--- src/rtl/slk_pkg.sv ---
package slk_pkg;
    // Transmit lane: holding no byte, or holding one whose pairs are being paced out
    typedef enum logic {
        TX_EMPTY  = 1'b0,
        TX_LOADED = 1'b1
    } tx_state_t;

    // Receive lane: waiting for first frame marker, or collecting pairs into bytes
    typedef enum logic {
        RX_HUNT  = 1'b0,
        RX_ASSEM = 1'b1
    } rx_state_t;
endpackage

--- src/rtl/slk_tx_lane.sv ---
module slk_tx_lane
    import slk_pkg::*;
#(
    parameter int BYTE_W  = 8,
    parameter int PAIR_W  = 2,
    parameter int GAP_CYC = 8
) (
    input  logic              clk,
    input  logic              rst_n,
    input  logic [BYTE_W-1:0] src_data,
    input  logic              src_valid,
    output logic              src_ready,
    input  logic              frm_tick,
    output logic [PAIR_W-1:0] lane_d,
    output logic              lane_vld,
    output logic              lane_frm
);
    localparam int PAIRS  = BYTE_W / PAIR_W;
    localparam int PIDX_W = (PAIRS > 1) ? $clog2(PAIRS) : 1;
    localparam int CNT_W  = $clog2(GAP_CYC) + 1;

    tx_state_t         state_q, state_d;
    logic [BYTE_W-1:0] shreg_q, shreg_d;
    logic [PIDX_W-1:0] pidx_q, pidx_d;
    logic              first_q, first_d;
    logic              pend_q, pend_d;
    logic [CNT_W-1:0]  gcnt_q, gcnt_d;
    logic [PAIR_W-1:0] d_q, d_d;
    logic              vld_q, vld_d;
    logic              frm_q, frm_d;
    logic              slot_due;

    assign slot_due  = (gcnt_q == CNT_W'(GAP_CYC - 1));
    assign src_ready = (state_q == TX_EMPTY);
    assign lane_d    = d_q;
    assign lane_vld  = vld_q;
    assign lane_frm  = frm_q;

    // state register
    always_ff @(posedge clk or negedge rst_n) begin
        if (!rst_n) begin
            state_q <= TX_EMPTY;
            shreg_q <= '0;
            pidx_q  <= '0;
            first_q <= 1'b0;
            pend_q  <= 1'b0;
            gcnt_q  <= CNT_W'(GAP_CYC - 1);
            d_q     <= '0;
            vld_q   <= 1'b0;
            frm_q   <= 1'b0;
        end else begin
            state_q <= state_d;
            shreg_q <= shreg_d;
            pidx_q  <= pidx_d;
            first_q <= first_d;
            pend_q  <= pend_d;
            gcnt_q  <= gcnt_d;
            d_q     <= d_d;
            vld_q   <= vld_d;
            frm_q   <= frm_d;
        end
    end

    // next state and outputs
    always_comb begin
        state_d = state_q;
        shreg_d = shreg_q;
        pidx_d  = pidx_q;
        first_d = first_q;
        pend_d  = pend_q | frm_tick;
        d_d     = d_q;
        vld_d   = 1'b0;
        frm_d   = 1'b0;
        gcnt_d  = slot_due ? gcnt_q : gcnt_q + CNT_W'(1);
        unique case (state_q)
            TX_EMPTY: begin
                if (src_valid) begin
                    state_d = TX_LOADED;
                    shreg_d = src_data;
                    pidx_d  = '0;
                    first_d = pend_q | frm_tick;
                    pend_d  = 1'b0;
                end
            end
            TX_LOADED: begin
                if (slot_due) begin
                    vld_d   = 1'b1;
                    d_d     = shreg_q[BYTE_W-1 -: PAIR_W];
                    frm_d   = first_q && (pidx_q == '0);
                    shreg_d = shreg_q << PAIR_W;
                    pidx_d  = pidx_q + PIDX_W'(1);
                    gcnt_d  = '0;
                    if (pidx_q == PIDX_W'(PAIRS - 1)) begin
                        state_d = TX_EMPTY;
                        first_d = 1'b0;
                    end
                end
            end
            default: state_d = TX_EMPTY;
        endcase
    end

    // independent spacing monitor for the assertions
    logic [CNT_W-1:0] chk_since;
    logic             chk_seen;
    always_ff @(posedge clk or negedge rst_n) begin
        if (!rst_n) begin
            chk_since <= '0;
            chk_seen  <= 1'b0;
        end else if (vld_q) begin
            chk_since <= CNT_W'(1);
            chk_seen  <= 1'b1;
        end else if (chk_since < CNT_W'(GAP_CYC)) begin
            chk_since <= chk_since + CNT_W'(1);
        end
    end

    a_r3_strobe_gap: assert property (@(posedge clk) disable iff (!rst_n)
        (vld_q && chk_seen) |-> (chk_since >= CNT_W'(GAP_CYC)));
    a_r5_frm_with_vld: assert property (@(posedge clk) disable iff (!rst_n)
        frm_q |-> vld_q);
    a_r6_no_strobe_empty: assert property (@(posedge clk) disable iff (!rst_n)
        (state_q == TX_EMPTY) |=> !vld_q);
    a_r11_hold_byte: assert property (@(posedge clk) disable iff (!rst_n)
        (state_q == TX_LOADED && !slot_due) |=> $stable(shreg_q));
endmodule

--- src/rtl/slk_rx_lane.sv ---
module slk_rx_lane
    import slk_pkg::*;
#(
    parameter int BYTE_W = 8,
    parameter int PAIR_W = 2
) (
    input  logic              clk,
    input  logic              rst_n,
    input  logic [PAIR_W-1:0] lane_d,
    input  logic              lane_vld,
    input  logic              lane_frm,
    output logic [BYTE_W-1:0] out_data,
    output logic              out_valid,
    output logic              out_sof
);
    localparam int PAIRS  = BYTE_W / PAIR_W;
    localparam int PIDX_W = (PAIRS > 1) ? $clog2(PAIRS) : 1;

    rx_state_t         state_q, state_d;
    logic [BYTE_W-1:0] acc_q, acc_d;
    logic [PIDX_W-1:0] cnt_q, cnt_d;
    logic              first_q, first_d;
    logic [BYTE_W-1:0] od_q, od_d;
    logic              ov_q, ov_d;
    logic              os_q, os_d;
    logic [BYTE_W-1:0] shifted;

    assign shifted   = {acc_q[BYTE_W-PAIR_W-1:0], lane_d};
    assign out_data  = od_q;
    assign out_valid = ov_q;
    assign out_sof   = os_q;

    // state register
    always_ff @(posedge clk or negedge rst_n) begin
        if (!rst_n) begin
            state_q <= RX_HUNT;
            acc_q   <= '0;
            cnt_q   <= '0;
            first_q <= 1'b0;
            od_q    <= '0;
            ov_q    <= 1'b0;
            os_q    <= 1'b0;
        end else begin
            state_q <= state_d;
            acc_q   <= acc_d;
            cnt_q   <= cnt_d;
            first_q <= first_d;
            od_q    <= od_d;
            ov_q    <= ov_d;
            os_q    <= os_d;
        end
    end

    // next state and outputs
    always_comb begin
        state_d = state_q;
        acc_d   = acc_q;
        cnt_d   = cnt_q;
        first_d = first_q;
        od_d    = od_q;
        ov_d    = 1'b0;
        os_d    = os_q;
        unique case (state_q)
            RX_HUNT: begin
                if (lane_vld && lane_frm) begin
                    state_d = RX_ASSEM;
                    acc_d   = {{(BYTE_W-PAIR_W){1'b0}}, lane_d};
                    cnt_d   = PIDX_W'(1);
                    first_d = 1'b1;
                end
            end
            RX_ASSEM: begin
                if (lane_vld && lane_frm) begin
                    acc_d   = {{(BYTE_W-PAIR_W){1'b0}}, lane_d};
                    cnt_d   = PIDX_W'(1);
                    first_d = 1'b1;
                end else if (lane_vld) begin
                    acc_d = shifted;
                    if (cnt_q == PIDX_W'(PAIRS - 1)) begin
                        ov_d    = 1'b1;
                        od_d    = shifted;
                        os_d    = first_q;
                        first_d = 1'b0;
                        cnt_d   = '0;
                    end else begin
                        cnt_d = cnt_q + PIDX_W'(1);
                    end
                end
            end
            default: state_d = RX_HUNT;
        endcase
    end

    a_r8_single_pulse: assert property (@(posedge clk) disable iff (!rst_n)
        ov_q |=> !ov_q);
    a_r9_hunt_quiet: assert property (@(posedge clk) disable iff (!rst_n)
        (state_q == RX_HUNT && !(lane_vld && lane_frm)) |=> !ov_q);
    a_r10_restart_no_byte: assert property (@(posedge clk) disable iff (!rst_n)
        (lane_vld && lane_frm) |=> !ov_q);
endmodule

--- src/rtl/slk_bitstream_master.sv ---
module slk_bitstream_master #(
    parameter int BYTE_W  = 8,
    parameter int PAIR_W  = 2,
    parameter int GAP_CYC = 8
) (
    input  logic              clk,
    input  logic              rst_n,
    output logic              lnk_clk,
    input  logic              sf_tick,
    input  logic              ilv_frm_tick,
    input  logic [BYTE_W-1:0] fst_in_data,
    input  logic              fst_in_valid,
    output logic              fst_in_ready,
    input  logic [BYTE_W-1:0] ilv_in_data,
    input  logic              ilv_in_valid,
    output logic              ilv_in_ready,
    output logic [PAIR_W-1:0] tx_fst_d,
    output logic              tx_fst_vld,
    output logic              tx_fst_frm,
    output logic [PAIR_W-1:0] tx_ilv_d,
    output logic              tx_ilv_vld,
    output logic              tx_ilv_frm,
    input  logic [PAIR_W-1:0] rx_fst_d,
    input  logic              rx_fst_vld,
    input  logic              rx_fst_frm,
    input  logic [PAIR_W-1:0] rx_ilv_d,
    input  logic              rx_ilv_vld,
    input  logic              rx_ilv_frm,
    output logic [BYTE_W-1:0] fst_out_data,
    output logic              fst_out_valid,
    output logic              fst_out_sof,
    output logic [BYTE_W-1:0] ilv_out_data,
    output logic              ilv_out_valid,
    output logic              ilv_out_sof
);
    localparam int NCH = 2;  // index 0 fast, index 1 interleaved

    logic [NCH-1:0][BYTE_W-1:0] in_data, out_data;
    logic [NCH-1:0][PAIR_W-1:0] txd, rxd;
    logic [NCH-1:0]             in_valid, in_ready, ch_tick;
    logic [NCH-1:0]             txv, txf, rxv, rxf, out_valid, out_sof;

    assign lnk_clk  = clk;
    assign ch_tick  = {ilv_frm_tick, sf_tick};
    assign in_data  = {ilv_in_data, fst_in_data};
    assign in_valid = {ilv_in_valid, fst_in_valid};
    assign rxd      = {rx_ilv_d, rx_fst_d};
    assign rxv      = {rx_ilv_vld, rx_fst_vld};
    assign rxf      = {rx_ilv_frm, rx_fst_frm};

    assign fst_in_ready  = in_ready[0];
    assign ilv_in_ready  = in_ready[1];
    assign tx_fst_d      = txd[0];
    assign tx_fst_vld    = txv[0];
    assign tx_fst_frm    = txf[0];
    assign tx_ilv_d      = txd[1];
    assign tx_ilv_vld    = txv[1];
    assign tx_ilv_frm    = txf[1];
    assign fst_out_data  = out_data[0];
    assign fst_out_valid = out_valid[0];
    assign fst_out_sof   = out_sof[0];
    assign ilv_out_data  = out_data[1];
    assign ilv_out_valid = out_valid[1];
    assign ilv_out_sof   = out_sof[1];

    for (genvar c = 0; c < NCH; c++) begin : g_ch
        slk_tx_lane #(
            .BYTE_W (BYTE_W),
            .PAIR_W (PAIR_W),
            .GAP_CYC(GAP_CYC)
        ) u_tx (
            .clk      (clk),
            .rst_n    (rst_n),
            .src_data (in_data[c]),
            .src_valid(in_valid[c]),
            .src_ready(in_ready[c]),
            .frm_tick (ch_tick[c]),
            .lane_d   (txd[c]),
            .lane_vld (txv[c]),
            .lane_frm (txf[c])
        );
        slk_rx_lane #(
            .BYTE_W(BYTE_W),
            .PAIR_W(PAIR_W)
        ) u_rx (
            .clk      (clk),
            .rst_n    (rst_n),
            .lane_d   (rxd[c]),
            .lane_vld (rxv[c]),
            .lane_frm (rxf[c]),
            .out_data (out_data[c]),
            .out_valid(out_valid[c]),
            .out_sof  (out_sof[c])
        );
    end
endmodule

--- config.mk ---
export PLATFORM = sky130hd
export DESIGN_NAME = slk_bitstream_master
export DESIGN_NICKNAME = d
export VERILOG_FILES = /design/src/rtl/slk_pkg.sv /design/src/rtl/slk_tx_lane.sv /design/src/rtl/slk_rx_lane.sv /design/src/rtl/slk_bitstream_master.sv
export SDC_FILE = /design/constraint.sdc
export NUM_CORES = 1
export LEC_CHECK = 0
export ABC_AREA = 1
export ABC_CLOCK_PERIOD_IN_PS = 1450
export BUFFER_PORTS_ARGS = -buffer_cell sky130_fd_sc_hd__buf_2
export CORE_MARGIN = 4
export CORE_UTILIZATION = 58
export CTS_BUF_LIST = sky130_fd_sc_hd__clkbuf_2 sky130_fd_sc_hd__clkbuf_4 sky130_fd_sc_hd__clkbuf_8
export DETAILED_ROUTE_END_ITERATION = 10
export GPL_ROUTABILITY_DRIVEN = 0
export HOLD_SLACK_MARGIN = 0.1
export PLACE_DENSITY = 0.82
export SETUP_SLACK_MARGIN = 0.3
export SYNTH_ARGS = -nofsm -noshare
export SYNTH_HDL_FRONTEND = slang
export SYNTH_HIERARCHICAL = 1
export SYNTH_SLANG_ARGS = --single-unit
--- constraint.sdc ---
create_clock -name clk -period 1.45 [get_ports clk]
set_input_delay 0 -clock clk [delete_from_list [all_inputs] [get_ports clk]]
set_output_delay 0 -clock clk [all_outputs]
set_load 0.03 [all_outputs]
# Yosys cells after proc, flatten, opt, wreduce, memory -nomap -nowiden
# Index checks and enable logic that the tools add are counted.
[word_totals]
word_cells = 168
input_bits = 30
register_bits = 82
[op_classes]
bitwise_logic = 8
muxes = 86
eq_ne = 18
reduce_logical = 18
n_addsub = 6
[ops]
columns = ["operator", "count"]
rows = [
  ["2-to-1 mux 1 bit", 44],
  ["2-to-1 mux 6 bit", 6],
  ["2-to-1 mux 8 bit", 4],
  ["one-hot mux 8 bit (2 select lines)", 2],
  ["2-to-1 mux 2 bit", 12],
  ["2-to-1 mux 4 bit", 6],
  ["one-hot mux 6 bit (2 select lines)", 2],
  ["one-hot mux 2 bit (2 select lines)", 4],
  ["!= test 2 bit (second input constant)", 6],
  ["!= test 3 bit (second input constant)", 4],
  ["one-hot mux 1 bit (2 select lines)", 6],
  ["AND reduction 2 bit", 6],
  ["AND reduction 3 bit", 4],
  ["adder 2 x 1 -> 2 bit (second input constant)", 4],
  ["adder 4 x 1 -> 4 bit (second input constant)", 2],
  ["== test 2 bit (second input constant)", 4],
  ["== test 4 x 3 -> 1 bit (second input constant)", 2],
  ["AND reduction 4 bit", 2],
  ["inverter 1 bit", 6],
  ["logical AND 1 bit", 4],
  ["logical NOT 2 bit", 2],
  ["!= test 2 x 1 -> 1 bit (second input constant)", 2],
  ["OR 1 bit", 2],
]

# Longest topological paths before layout
[logic_depth]
ltp_word = 5
ltp_mapped = 6
mapped_depth_nobuf = 6

# Hierarchy
# The synthesis kept the hierarchy.
[modules_own_cells]
columns = ["mod", "n_inst", "seq_area_each_um2", "area_each_um2", "cells_per_inst"]
rows = [
  ["slk_tx_lane", 2, 529.3, 974.7, 119],
  ["slk_rx_lane", 2, 500.5, 812.0, 88],
  ["slk_bitstream_master", 1, 0.0, 7.5, 1],
]

==> flow_summary.ini <==
[yosys]
synth-seq-area-share = 0.575
syn_inst = 415
synth_nets = 455
ys_ff_latch = 82
synth_warnings = 6
avgSynthCellArea_um2 = 8.63
syn_area_um2 = 3580
synth.distinct_cells = 18

[final_layout]
multi_input_area_um2 = 1790
fin_cells = 618
post-route-util = 0.870
syn2layout_area_growth_pct = 44.7
seq_area_um2 = 2060
n_fill_cell = 293
drive_gt1_frac = 0.376
final_nets = 577

[sta]
final_hold_viol_count = 0
worstMarginPinSlew_ns = 0.433
slew_violations = 0
period_share = 0.935
max_freq_mhz = 738
rsz0062_at_grt = yes
finClkSkew_ns = 0.00795
setup_violations = 0
worst_slew_margin_rel = 0.711
period_minus_slack_ns = 1.36
finalSetupTns_ns = 0

[power]
powerDensity_nw_per_um2 = 1790
leakagePower_nw = 2.69
ir_drop_mv = 1.71
fin_total_pwr_mw = 9.29

[drt]
dr.pass1.iters = 5
wl_per_cell_um = 16.1
drc_errors = 0
drtIter0Drc = 278
wl_met1_um = 4030
met3_wirelength_um = 517
drt_wl_total_um = 9920
postRouteAntennaNets = 0
via_per_inst = 5.48
vias = 3388
wl_met2_um = 5040
highest_layer = met4

[worst_setup_path]
cp-end-kind = register
cp.required_ns = 1.79
cp_max_fo = 6
reg2regPathDepth = 5
start_kind = register
cp.arrival_ns = 1.70
worstSetupPathType = register to register

[placed_design]
hpwl_um = 5030
portBuffers = 60
post-place-cells = 549

[floorplanning]
ios = 61
core_um2 = 5960
start_util = 0.601
rows = 28
dieHeight_um = 86.6
design.die.area_um2 = 7500
dieWidth_um = 86.6

[cts]
cts_tree = yes
path_clk_slew_ns = 0.08
clkLatencyLatePin_ns = 0.45

[status]
status = complete, no violations

[min_path]
hold_class = primary input to asynchronous set/reset pin

[global_route]
grt_pass1_vias = 3382
antenna_found_initial = 0
grt_max_degree = 83
grt.total_usage = 0.273
gr-total-overflow = 0
grt_pass1_wl_um = 15800

[flow_run]
maxCapViolations = 0
-- synthesized netlist by cell type, drive strengths merged --
library cell	number	area (um^2)
a21oi	4	20.0
a31oi	2	12.5
buf	7	42.5
dfrtp	76	1900
dfstp	6	158
ha	10	125
inv	32	120
nand2	172	681
nand3	56	280
nand4	2	25.0
nor2	32	135
o21ai	16	80.1
-- worst paths after layout --
path / from / endpoint / slack [ns]
hold / removal: rst_n / g_ch[1].u_tx/shreg_q[4] / 0.10
setup / recovery: g_ch[0].u_tx/gcnt_q[3] / g_ch[0].u_tx/shreg_q[2] / 0.09
setup reg to reg: g_ch[0].u_tx/gcnt_q[3] / g_ch[0].u_tx/shreg_q[2] / 0.09
max in group asynchronous: rst_n / g_ch[1].u_tx/gcnt_q[0] / 0.97
hold reg to reg: g_ch[1].u_tx/lane_d[0] / g_ch[1].u_tx/lane_d[0] / 0.48
min in group clk: ilv_in_data[0] / g_ch[1].u_tx/shreg_q[0] / 0.29
-- per-stage QoR --
stage | hold WS, ns | instance area (um^2) | setup WS (ns)
2_1_floorplan | -0.296 | 3730 | 0.223
3_3_place_gp | 0.0612 | 4130 | 0.134
3_5_place_dp | 0.0637 | 4130 | 0.0984
4_1_cts | 0.128 | 4960 | 0.171
5_1_grt | 0.143 | 5180 | 0.0540
6_report | 0.103 | 5180 | 0.0949
-- flip-flops by register name, indices dropped and copies added, names as in the netlist --
name                 cells
g_ch.u_tx/gcnt_q         8
g_ch.u_tx/first_q        2
g_ch.u_tx/state_q        2
g_ch.u_rx/acc_q         12
g_ch.u_tx/lane_frm       2
g_ch.u_rx/out_valid      2
g_ch.u_rx/cnt_q          4
g_ch.u_rx/out_data      16
g_ch.u_tx/pidx_q         4
g_ch.u_tx/shreg_q       16
g_ch.u_tx/lane_vld       2
g_ch.u_tx/pend_q         2
g_ch.u_rx/out_sof        2
g_ch.u_tx/lane_d         4
g_ch.u_rx/first_q        2
g_ch.u_rx/state_q        2
-- critical path: stages, from the launching register on --
cell     delay [ns]
dfrtp_1        0.43
inv_1          0.29
nand4_4        0.21
buf_6          0.20
nand3_2        0.06
nand2_1        0.06
-- per-layer routing --
metal  vias to the layer above  GRT usage
li1                       1576          -
met3                        33     0.0599
met4                         0      0.140
met5                         -          0
met2                       122      0.446
met1                      1657      0.342
-- cells in the final DEF (no fill, tap or decap), types with 2 or more instances in the layout --
master	synthesis	routed
nand2_1	162	147
dfrtp_1	76	73
buf_2	4	57
dlygate4sd3_1	0	29
nand3_2	0	28
nand3_1	56	25
nor2_1	30	23
inv_1	22	20
nand2_2	8	18
buf_4	3	17
clkbuf_8	0	13
o21ai_1	10	10
inv_2	10	8
buf_6	0	8
ha_4	0	6
dfstp_2	6	6
nor2_4	2	5
nand2_4	2	5
nor2_2	0	4
ha_1	10	4
clkinvlp_4	0	3
nand4_4	0	3
dfrtp_2	0	3
nand3_4	0	3
o21ai_2	0	3
o21ai_0	6	3
clkinv_2	0	2
bufinv_16	0	2
nand2_8	0	2
a21oi_1	4	2
a31oi_1	2	2
-- area by class of cell --
class | instances | share of cell area
flip-flops and latches | 82 | 0.398
multi-input cells | 295 | 0.345
repair buffers | 111 | 0.156
clock buffers | 15 | 0.0369
inverters | 32 | 0.0270
well taps | 75 | 0.0181
clock inverters | 5 | 0.0150
repair inverters | 2 | 0.00290
diodes | 1 | 0.000483
-- where the power goes --
group | switching [mW] | internal (mW) | total [mW]
combinational | 2.21 | 1.38 | 3.59
sequential | 0.574 | 2.99 | 3.56
clock | 0.914 | 1.23 | 2.14
-- cells by family (layout without fill, tap and decap cells) --
logic type / count (synthesis) / in the layout / synth area share
AND/OR/NAND/NOR: 262 / 263 / 0.313
buffers and inverters: 39 / 165 / 0.0454
other: 0 / 1 / 0
AO/OA/AOI/OAI: 22 / 22 / 0.0314
adder cells (fa/ha/maj): 10 / 10 / 0.0349
flip-flops: 82 / 82 / 0.575
-- what timing repair did --
| action | 4_1_cts | 5_1_grt |
|---|---|---|
| setup endpoints to repair | 55 | 61 |
| hold buffers | 29 | 0 |
| gates cloned | 3 | 0 |
| endpoints found under the hold margin | 148 | 0 |
| pin swaps | 11 | 22 |
| resized for setup | 40 | 44 |
| buffers inserted | 11 | 6 |
(Power assumes the default switching activity.)
